File: src/rtl/mapper_pkg.sv
package mapper_pkg;

  // window occupies cpu_addr[15:14] == 2'b10
  localparam logic [1:0]  WIN_TAG    = 2'b10;
  localparam logic [7:0]  PORT_BANK  = 8'hFE;
  localparam logic [15:0] SEL_LO     = 16'h9000;
  localparam logic [15:0] SEL_HI     = 16'hB000;
  localparam logic [15:0] SND_A_BASE = 16'h9800;
  localparam logic [15:0] SND_A_LAST = 16'h988F;
  localparam logic [15:0] SND_B_BASE = 16'hB800;
  localparam logic [15:0] SND_B_LAST = 16'hB8AF;

  // bank register slots
  localparam int SLOT_WIDE = 0;
  localparam int SLOT_LO   = 1;
  localparam int SLOT_HI   = 2;
  localparam int NUM_SLOTS = 3;

  typedef struct packed {
    logic ram_rd;
    logic ram_we;
    logic rom_rd;
    logic snd_a_we;
    logic snd_b_we;
  } route_t;

  function automatic logic in_span(input logic [15:0] a,
                                   input logic [15:0] lo,
                                   input logic [15:0] hi);
    return (a >= lo) && (a <= hi);
  endfunction

endpackage

File: src/rtl/mapper_bank_regs.sv
module mapper_bank_regs
  import mapper_pkg::*;
#(
  parameter int BANK_W = 8
) (
  input  logic                           clk,
  input  logic                           rst_n,
  input  logic                           mode_narrow,
  input  logic                           io_wr,
  input  logic                           mem_wr,
  input  logic [15:0]                    cpu_addr,
  input  logic [BANK_W-1:0]              cpu_wdata,
  output logic [NUM_SLOTS-1:0][BANK_W-1:0] bank_val,
  output logic [NUM_SLOTS-1:0]           bank_set
);

  logic [NUM_SLOTS-1:0]              load_en;
  logic [NUM_SLOTS-1:0][BANK_W-1:0]  val_d;
  logic [NUM_SLOTS-1:0]              set_d;

  // select decode
  always_comb begin
    load_en            = '0;
    load_en[SLOT_WIDE] = io_wr && !mode_narrow && (cpu_addr[7:0] == PORT_BANK);
    load_en[SLOT_LO]   = mem_wr && mode_narrow && (cpu_addr == SEL_LO);
    load_en[SLOT_HI]   = mem_wr && mode_narrow && (cpu_addr == SEL_HI);
  end

  // next state per slot
  generate
    for (genvar s = 0; s < NUM_SLOTS; s++) begin : g_slot
      always_comb begin
        val_d[s] = bank_val[s];
        set_d[s] = bank_set[s];
        if (load_en[s]) begin
          val_d[s] = cpu_wdata;
          set_d[s] = 1'b1;
        end
      end

      always_ff @(posedge clk or negedge rst_n) begin
        if (!rst_n) begin
          bank_val[s] <= '0;
          bank_set[s] <= 1'b0;
        end else if (load_en[s]) begin
          bank_val[s] <= val_d[s];
          bank_set[s] <= set_d[s];
        end
      end
    end
  endgenerate

  AST_WIDE_LOAD: assert property (@(posedge clk) disable iff (!rst_n)
    (io_wr && !mode_narrow && cpu_addr[7:0] == PORT_BANK)
      |=> (bank_set[SLOT_WIDE] && bank_val[SLOT_WIDE] == $past(cpu_wdata)));

  AST_WIDE_HOLD: assert property (@(posedge clk) disable iff (!rst_n)
    !(io_wr && cpu_addr[7:0] == PORT_BANK)
      |=> ($stable(bank_val[SLOT_WIDE]) && $stable(bank_set[SLOT_WIDE])));

  AST_LO_LOAD: assert property (@(posedge clk) disable iff (!rst_n)
    (mem_wr && mode_narrow && cpu_addr == SEL_LO)
      |=> (bank_set[SLOT_LO] && bank_val[SLOT_LO] == $past(cpu_wdata)));

  AST_HI_HOLD: assert property (@(posedge clk) disable iff (!rst_n)
    !(mem_wr && cpu_addr == SEL_HI)
      |=> ($stable(bank_val[SLOT_HI]) && $stable(bank_set[SLOT_HI])));

endmodule

File: src/rtl/mapper_bank_check.sv
module mapper_bank_check #(
  parameter int BANK_W = 8,
  parameter int CNT_W  = 7
) (
  input  logic [BANK_W-1:0] val,
  input  logic              set,
  input  logic [BANK_W-1:0] start,
  input  logic [CNT_W-1:0]  count,
  output logic              legal,
  output logic [CNT_W-1:0]  idx
);

  localparam int EXT_W = BANK_W + 1;

  logic [EXT_W-1:0] v_ext;
  logic [EXT_W-1:0] lo_ext;
  logic [EXT_W-1:0] hi_ext;
  logic [BANK_W-1:0] diff;

  always_comb begin
    v_ext  = {1'b0, val};
    lo_ext = {1'b0, start};
    hi_ext = lo_ext + EXT_W'(count);
    legal  = set && (v_ext >= lo_ext) && (v_ext < hi_ext);
    diff   = val - start;
    idx    = legal ? diff[CNT_W-1:0] : '0;
  end

endmodule

File: src/rtl/mapper_route.sv
module mapper_route
  import mapper_pkg::*;
#(
  parameter int CNT_W  = 7,
  parameter int ROM_AW = CNT_W + 14
) (
  input  logic [15:0]                   cpu_addr,
  input  logic                          mem_rd,
  input  logic                          mem_wr,
  input  logic                          mode_narrow,
  input  logic                          ram_mode,
  input  logic [NUM_SLOTS-1:0]          legal,
  input  logic [NUM_SLOTS-1:0][CNT_W-1:0] idx,
  output route_t                        route,
  output logic [ROM_AW-1:0]             rom_addr
);

  logic             in_win;
  logic             upper_half;
  logic             hit_snd_a;
  logic             hit_snd_b;
  logic             hit_sel;
  logic             half_legal;
  logic [CNT_W-1:0] half_idx;

  always_comb begin
    in_win     = (cpu_addr[15:14] == WIN_TAG);
    upper_half = cpu_addr[13];
    hit_snd_a  = in_span(cpu_addr, SND_A_BASE, SND_A_LAST);
    hit_snd_b  = in_span(cpu_addr, SND_B_BASE, SND_B_LAST);
    hit_sel    = (cpu_addr == SEL_LO) || (cpu_addr == SEL_HI);
    half_legal = upper_half ? legal[SLOT_HI] : legal[SLOT_LO];
    half_idx   = upper_half ? idx[SLOT_HI]   : idx[SLOT_LO];
  end

  always_comb begin
    route    = '0;
    rom_addr = '0;
    if (!in_win) begin
      route.ram_rd = mem_rd;
      route.ram_we = mem_wr;
    end else if (mode_narrow) begin
      if (mem_rd) begin
        if (half_legal) begin
          route.rom_rd = 1'b1;
          rom_addr     = {1'b0, half_idx, cpu_addr[12:0]};
        end else begin
          route.ram_rd = 1'b1;
        end
      end
      if (mem_wr) begin
        if (hit_sel) begin
          route.snd_a_we = 1'b0;
        end else if (hit_snd_a) begin
          route.snd_a_we = 1'b1;
        end else if (hit_snd_b) begin
          route.snd_b_we = 1'b1;
        end else begin
          route.ram_we = !half_legal;
        end
      end
    end else begin
      if (mem_rd) begin
        if (legal[SLOT_WIDE]) begin
          route.rom_rd = 1'b1;
          rom_addr     = {idx[SLOT_WIDE], cpu_addr[13:0]};
        end else begin
          route.ram_rd = 1'b1;
        end
      end
      if (mem_wr) begin
        if (ram_mode && !legal[SLOT_WIDE]) begin
          route.ram_we = 1'b1;
        end else if (hit_snd_a) begin
          route.snd_a_we = 1'b1;
        end else if (hit_snd_b) begin
          route.snd_b_we = 1'b1;
        end else begin
          route.ram_we = !legal[SLOT_WIDE];
        end
      end
    end
  end

endmodule

File: src/rtl/bank_window_mapper.sv
module bank_window_mapper
  import mapper_pkg::*;
#(
  parameter int BANK_W = 8,
  parameter int CNT_W  = 7,
  parameter int ROM_AW = CNT_W + 14
) (
  input  logic              clk,
  input  logic              rst_n,
  input  logic [15:0]       cpu_addr,
  input  logic [BANK_W-1:0] cpu_wdata,
  input  logic              mem_rd,
  input  logic              mem_wr,
  input  logic              io_wr,
  input  logic [BANK_W-1:0] cfg_start_bank,
  input  logic [CNT_W:0]    cfg_bank_info,
  input  logic              cfg_ram_mode,
  output logic              ram_rd,
  output logic              ram_we,
  output logic              rom_rd,
  output logic [ROM_AW-1:0] rom_addr,
  output logic              snd_a_we,
  output logic              snd_b_we
);

  logic [1:0] rst_pipe;
  logic       rst_q_n;

  // reset: asserts at once, releases after two clock edges
  always_ff @(posedge clk or negedge rst_n) begin
    if (!rst_n) begin
      rst_pipe <= 2'b00;
    end else begin
      rst_pipe <= {rst_pipe[0], 1'b1};
    end
  end
  assign rst_q_n = rst_pipe[1];

  logic                             mode_narrow;
  logic [CNT_W-1:0]                 bank_count;
  logic [NUM_SLOTS-1:0][BANK_W-1:0] bank_val;
  logic [NUM_SLOTS-1:0]             bank_set;
  logic [NUM_SLOTS-1:0]             legal;
  logic [NUM_SLOTS-1:0][CNT_W-1:0]  idx;
  route_t                           route;

  assign mode_narrow = cfg_bank_info[CNT_W];
  assign bank_count  = cfg_bank_info[CNT_W-1:0];

  mapper_bank_regs #(.BANK_W(BANK_W)) i_regs (
    .clk         (clk),
    .rst_n       (rst_q_n),
    .mode_narrow (mode_narrow),
    .io_wr       (io_wr),
    .mem_wr      (mem_wr),
    .cpu_addr    (cpu_addr),
    .cpu_wdata   (cpu_wdata),
    .bank_val    (bank_val),
    .bank_set    (bank_set)
  );

  generate
    for (genvar s = 0; s < NUM_SLOTS; s++) begin : g_chk
      mapper_bank_check #(.BANK_W(BANK_W), .CNT_W(CNT_W)) i_chk (
        .val   (bank_val[s]),
        .set   (bank_set[s]),
        .start (cfg_start_bank),
        .count (bank_count),
        .legal (legal[s]),
        .idx   (idx[s])
      );
    end
  endgenerate

  mapper_route #(.CNT_W(CNT_W), .ROM_AW(ROM_AW)) i_route (
    .cpu_addr    (cpu_addr),
    .mem_rd      (mem_rd),
    .mem_wr      (mem_wr),
    .mode_narrow (mode_narrow),
    .ram_mode    (cfg_ram_mode),
    .legal       (legal),
    .idx         (idx),
    .route       (route),
    .rom_addr    (rom_addr)
  );

  assign ram_rd   = route.ram_rd;
  assign ram_we   = route.ram_we;
  assign rom_rd   = route.rom_rd;
  assign snd_a_we = route.snd_a_we;
  assign snd_b_we = route.snd_b_we;

  AST_FIXED_RAM: assert property (@(posedge clk) disable iff (!rst_q_n)
    (cpu_addr[15:14] != WIN_TAG && (mem_rd || mem_wr))
      |-> (!rom_rd && !snd_a_we && !snd_b_we && (ram_rd || ram_we)));

  AST_ONE_TARGET: assert property (@(posedge clk) disable iff (!rst_q_n)
    !(mem_rd && mem_wr) |-> $onehot0({ram_rd, ram_we, rom_rd, snd_a_we, snd_b_we}));

  AST_IO_SILENT: assert property (@(posedge clk) disable iff (!rst_q_n)
    (io_wr && !mem_rd && !mem_wr)
      |-> ({ram_rd, ram_we, rom_rd, snd_a_we, snd_b_we} == 5'b0));

  AST_ROM_BOUND: assert property (@(posedge clk) disable iff (!rst_q_n)
    rom_rd |-> ({1'b0, rom_addr} < ({(ROM_AW+1)'(bank_count)} << (mode_narrow ? 13 : 14))));

  AST_NO_BANK_RAM: assert property (@(posedge clk) disable iff (!rst_q_n)
    (mem_rd && !mode_narrow && cpu_addr[15:14] == WIN_TAG && !bank_set[SLOT_WIDE])
      |-> (ram_rd && !rom_rd));

  AST_ROM_ZERO: assert property (@(posedge clk) disable iff (!rst_q_n)
    !rom_rd |-> (rom_addr == '0));

endmodule

File: config.mk
export PLATFORM = sky130hd
export DESIGN_NAME = bank_window_mapper
export DESIGN_NICKNAME = d
export VERILOG_FILES = /design/src/rtl/mapper_pkg.sv /design/src/rtl/mapper_bank_regs.sv /design/src/rtl/mapper_bank_check.sv /design/src/rtl/mapper_route.sv /design/src/rtl/bank_window_mapper.sv
export SDC_FILE = /design/constraint.sdc
export NUM_CORES = 1
export LEC_CHECK = 0
export ABC_AREA = 1
export BUFFER_PORTS_ARGS = -buffer_cell sky130_fd_sc_hd__buf_4
export CORE_AREA = 4 4 86 88
export CTS_CLUSTER_DIAMETER = 200
export DETAILED_ROUTE_END_ITERATION = 8
export DIE_AREA = 0 0 90 92
export PLACE_DENSITY = 0.83
export REMOVE_ABC_BUFFERS = 1
export SKIP_CTS_REPAIR_TIMING = 1
export SYNTH_ARGS = -nofsm -noshare
export SYNTH_HDL_FRONTEND = slang
export SYNTH_SLANG_ARGS = --single-unit
export TNS_END_PERCENT = 5
File: constraint.sdc
create_clock -name clk -period 5.6 [get_ports clk]
set_input_delay 1.4 -clock clk [delete_from_list [all_inputs] [get_ports clk]]
set_output_delay 1.4 -clock clk [all_outputs]
set_load 0.01 [all_outputs]
## Word-level counts from Yosys, hierarchy flattened

Cells that the tools add are included.

| storage, ports and cells | value |
|---|---|
| bits in registers | 29 |
| input bits | 46 |
| output and inout port bits | 26 |
| word-level logic and storage cells | 80 |

| operators by class | value |
|---|---|
| add/subtract/negate cells | 4 |
| magnitude comparators | 10 |
| equality and inequality tests | 4 |
| mux-type cells | 37 |
| reduce and logical (&&, ||, !) cells | 18 |

Operator list:

| cell | number |
|---|---|
| $mux W21 | 5 |
| $eq A16 B16 Y1 const B | 2 |
| $ge A16 B16 Y1 const B | 2 |
| $le A16 B16 Y1 const B | 2 |
| $lt A8 B9 Y1 | 3 |
| $ge A8 B8 Y1 | 3 |
| $mux W1 | 22 |
| $mux W7 | 3 |
| $sub A7 B7 Y7 | 3 |
| $mux W20 | 1 |
| $logic_and A1 B1 Y1 | 14 |
| $add A8 B7 Y9 | 1 |
| $eq A8 B8 Y1 const B | 1 |
| $mux W2 | 4 |
| $mux W5 | 1 |
| $logic_not A1 Y1 | 3 |
| $mux W3 | 1 |
| $eq A2 B2 Y1 const B | 1 |
| $logic_or A1 B1 Y1 | 1 |

## Depth between registers and ports, before layout

| logic depth | value |
|---|---|
| depth after elaboration | 11 |
| depth in mapped cells | 26 |

## By module

A second synthesis with hierarchy kept.

| unflattened totals | value |
|---|---|
| cells, all modules | 647 |
| area total of the unflattened synthesis | 4579.4 um^2 |

Modules (own cells, without submodules):

| module | times used | cells an instance | area each (um^2) |
|---|---|---|---|
| mapper_bank_check (g_chk[0].i_chk ...) | 2 | 124 | 847.1 |
| mapper_bank_regs | 1 | 140 | 1293.7 |
| mapper_bank_check (g_chk[2].i_chk) | 1 | 124 | 845.8 |
| mapper_route | 1 | 132 | 691.9 |
| bank_window_mapper | 1 | 3 | 53.8 |

## Worst setup path after synthesis

No wires, ideal clock.

| timing path | value |
|---|---|
| path kind | input port to output port |
| start point | in cfg_start_bank[1] |
| end point | out rom_addr[10] |
| data arrival time | 3863 ps |
| setup slack | 337 ps |
| stages | 24 |
| path buffers | 1 |
| cell sequence | inv_1 fa_1 inv_1 nand2_1 nand2_1 nand2_1 xor2_1 ha_1 nand2_1 inv_1 nand2_1 nand2_1 nor2_1 nor2_1 nor2_1 nand2_1 nand2_1 nand2_1 nand2_2 nand3_2 nand3_2 inv_2 buf_6 nor2_2 |

| on the way | value |
|---|---|
| longest elaborated chain between the ends | 8 |

Ends and longest elaborated chain:

| item | RTL line | text |
|---|---|---|
| start: declaration | bank_window_mapper.sv:15 | `input logic [BANK_W-1:0] cfg_start_bank,` |
| $add A8 B7 Y9 / $ge A8 B8 Y1 (equally long branches) | mapper_bank_check.sv:23, mapper_bank_check.sv:24 |  |
| $lt A8 B9 Y1 / $logic_and A1 B1 Y1 (equally long branches) | mapper_bank_check.sv:24 | `legal = set && (v_ext >= lo_ext) && (v_ext < hi_ext);` |
| $logic_and A1 B1 Y1 | mapper_bank_check.sv:24 |  |
| $mux W1 | mapper_route.sv:32 | `half_legal = upper_half ? legal[SLOT_HI] : legal[SLOT_LO];` |
| $mux W20 | mapper_route.sv:44 | `if (half_legal) begin` |
| $mux W21 | mapper_route.sv:43 | `if (mem_rd) begin` |
| $mux W21 * | mapper_route.sv:42 | `end else if (mode_narrow) begin` |
| $mux W21 * | mapper_route.sv:39 | `if (!in_win) begin` |
| end: declaration | bank_window_mapper.sv:21 | `output logic [ROM_AW-1:0] rom_addr,` |

Mark *: on every way between the ends. The rest lies on a longest branch, timed or not.

## Worst setup path in the final report

| timing path | value |
|---|---|
| start point | in cfg_start_bank[0] |
| end point | out rom_addr[0] |

The elaborated chain is that of the path after synthesis.

==> summary.txt <==
Run status
  – Status: finished with violations
  – Failing checks: setup timing

Final layout
  – Share of cells above drive strength 1: 0.278
  – Layout Utilization: 0.692
  – Post-route insts no fill: 691
  – Area delta synth->final: 27.9%
  – Fin area: 0.00460 mm2
  – Total Nets Final: 710
  – Diode count: 0

Die
  – Initial Util: 0.541
  – Core area: 0.00664 mm2
  – Row Count: 30
  – IO Count: 72
  – Total die area: 0.00828 mm2
  – Die Wd: 90 um
  – Die height: 92 um

Worst setup path
  – CP arrival: 4.30 ns
  – Kind of critical path: in2out
  – Worst setup EP type: output port
  – CP max FO: 12
  – Crit path launch type: input port
  – Req. time, crit path: 4.20 ns

Synth
  – Ys flop type: dfrtp_1
  – Ys Warns: 0
  – Post-synthesis cell count: 528
  – Avg Inst Size Synth: 6.81 um2
  – Sequential share of the synthesized area: 0.202
  – Mapped Area: 0.00360 mm2
  – Flops & latches, synth: 29
  – Unique masters post-synth: 39
  – Ys async rst share: 1.00
  – Number of flops mapped to enable cells by yosys: 0

Timing
  – Worst Skew: 0.00530 ns
  – Sum Neg Setup Slack: -1.29 ns
  – Setup violators final: 20
  – Final worst slack: -0.102 ns
  – Fmax: 0.175 GHz
  – Worst-Margin Slew: 1.13 ns
  – RSZ-0062 raised after global routing: true
  – Final hold vios: 0
  – Final count of pins violating max slew: 0
  – Final worst path period share: 1.02
  – Slew headroom: 0.249
  – Final Critical Period: 5.70 ns

GRT
  – Vias in the first global route: 3,742
  – Largest net degree at the start of global routing: 28
  – First-pass GRT wire length: 16,800 um
  – GR Overflow Total: 0
  – Initial antenna violation count: 0
  – GR Util All Layers: 0.241

Placed design
  – Cell area after placement: 0.00425 mm2
  – PortBufs: 71
  – Placed cell count: 679
  – HPWL Detailed: 7770 um
  – Global placer's final weighted congestion: 0.939
  – Place WS: -0.0943 ns

Routing
  – DR iter-0 viols: 221
  – Final wirelength: 10,600 um
  – DRC: 0
  – Via Count: 3,891
  – Routed len/inst: 15.3 um
  – Average vias per placed instance: 5.63
  – Antenna-violating nets left: 0
  – Number of iterations in the first detailed-routing pass: 4

Clock network
  – CTS sink cnt: 29
  – CTS tree: done
  – Num CTS Buffers: 5
  – H-tree levels: 2
  – Clock Root Buffer: clkbuf_8
  – Clock-pin slew on the worst setup and hold paths: 0.06 ns
  – CTS max path bufs: 2
  – Clock Latency Late Sink: 0.28 ns

Job
  – Max Cap Viol: 0

Pwr
  – Power density over cell area: 136 mW/mm2
  – Leak: 2.53 nW
  – Peak supply drop: 136 uV

Worst hold path
  – Hold crit path type: reg2reg
## final cells by class
cell class	count	area, um2
sequential	29	726
timing repair buffer	86	691
fill	547	2050
inverter	91	344
clock buffer	7	86.3
multi-input combinational	398	2650
tap	80	100
## cells by family after synthesis
logic type,share of synthesized area
buf+inv,0.115
simple gates,0.330
flops,0.202
xor+xnor,0.0390
compound gates,0.121
fa+ha+maj,0.193
other cells,0.00104
## where the power goes
| group | total (mW) | internal, mW | switching (mW) |
|---|---|---|---|
| clock network | 0.175 | 0.0972 | 0.0776 |
| registers | 0.218 | 0.212 | 0.00609 |
| logic | 0.233 | 0.0988 | 0.135 |
## routing by layer
layer / track usage / wire, um
met5: 0 / 0
met4: 0.0906 / 398
met3: 0.0435 / 703
met2: 0.415 / 5220
met1: 0.301 / 4280
## critical path, cell delays in order
cell and delay [ns]:
buf_6 0.08, ha_4 0.12, inv_2 0.04, fa_2 0.36
inv_2 0.07, nand2_2 0.05, nand2_2 0.06, nand2_2 0.06
xor2_2 0.16, buf_4 0.14, ha_1 0.28, nand2_1 0.06
inv_1 0.08, nand2_1 0.05, nor2_1 0.15, nor2_1 0.08
nor2_1 0.08, nor2_1 0.05, nand2_1 0.08, nand2_1 0.09
nand2_2 0.09, nand2_4 0.06, nand3_2 0.08, nand3_2 0.12
inv_4 0.19, nor2_1 0.08, buf_4 0.14
## flip-flops by register name, summed over array words and instances, names as in the netlist
| signal | count |
|---|---|
| i_regs.bank_val | 24 |
| rst_pipe | 2 |
| i_regs.bank_set | 3 |
## worst paths after layout
check / from / endpoint / cells past startpoint / slack, ns
max: cfg_start_bank[0] / rom_addr[0] / 27 / -0.10
min: rst_pipe[0]$_DFF_PN0_ / rst_pipe[1]$_DFF_PN0_ / 0 / 0.35
max reg2reg: rst_pipe[1]$_DFF_PN0_ / i_regs.bank_val[11]$_DFFE_PN0P_ / 0 / 4.45
min reg2reg: rst_pipe[0]$_DFF_PN0_ / rst_pipe[1]$_DFF_PN0_ / 0 / 0.35
max in group asynchronous: rst_pipe[1]$_DFF_PN0_ / i_regs.bank_val[11]$_DFFE_PN0P_ / 0 / 4.45
min in group asynchronous: rst_pipe[1]$_DFF_PN0_ / i_regs.bank_val[6]$_DFFE_PN0P_ / 0 / 0.48
## cell usage in the layout (no fill, tap or decap), types with 16 or more instances in the layout
cell,synthesis,final
nand3_1,43,32
nand3_2,5,16
nand4_1,19,19
dfrtp_1,29,29
ha_1,49,47
a21oi_1,25,22
nand2_1,118,112
nor2_2,11,17
nor2_1,42,35
inv_1,89,86
buf_4,0,80
o21ai_0,21,19
## cells in the mapped netlist (all sizes together), types with 2 or more instances
| library cell | instances | area (um2) |
|---|---|---|
| a21o | 2 | 15.0 |
| a21oi | 26 | 134 |
| and3 | 2 | 12.5 |
| buf | 4 | 48.8 |
| clkbuf | 6 | 22.5 |
| dfrtp | 29 | 726 |
| fa | 4 | 80.1 |
| ha | 49 | 613 |
| inv | 91 | 342 |
| nand2 | 126 | 503 |
| nand3 | 48 | 265 |
| nand4 | 19 | 119 |
| nor2 | 53 | 226 |
| nor3 | 3 | 15.0 |
| nor4 | 2 | 18.8 |
| o211ai | 3 | 22.5 |
| o21ai | 32 | 201 |
| o21bai | 3 | 22.5 |
| o31ai | 2 | 15.0 |
| or2 | 2 | 12.5 |
| or3 | 2 | 12.5 |
| xnor2 | 8 | 70.1 |
| xor2 | 8 | 70.1 |
## per-stage QoR
step	power (mW)	hold WS (ns)
floorplan	0.342	0.331
global placement	0.410	0.338
detailed placement	0.417	0.335
CTS	0.592	0.349
global route	0.669	0.373
finish	0.626	0.349
(Power assumes the default switching activity.)
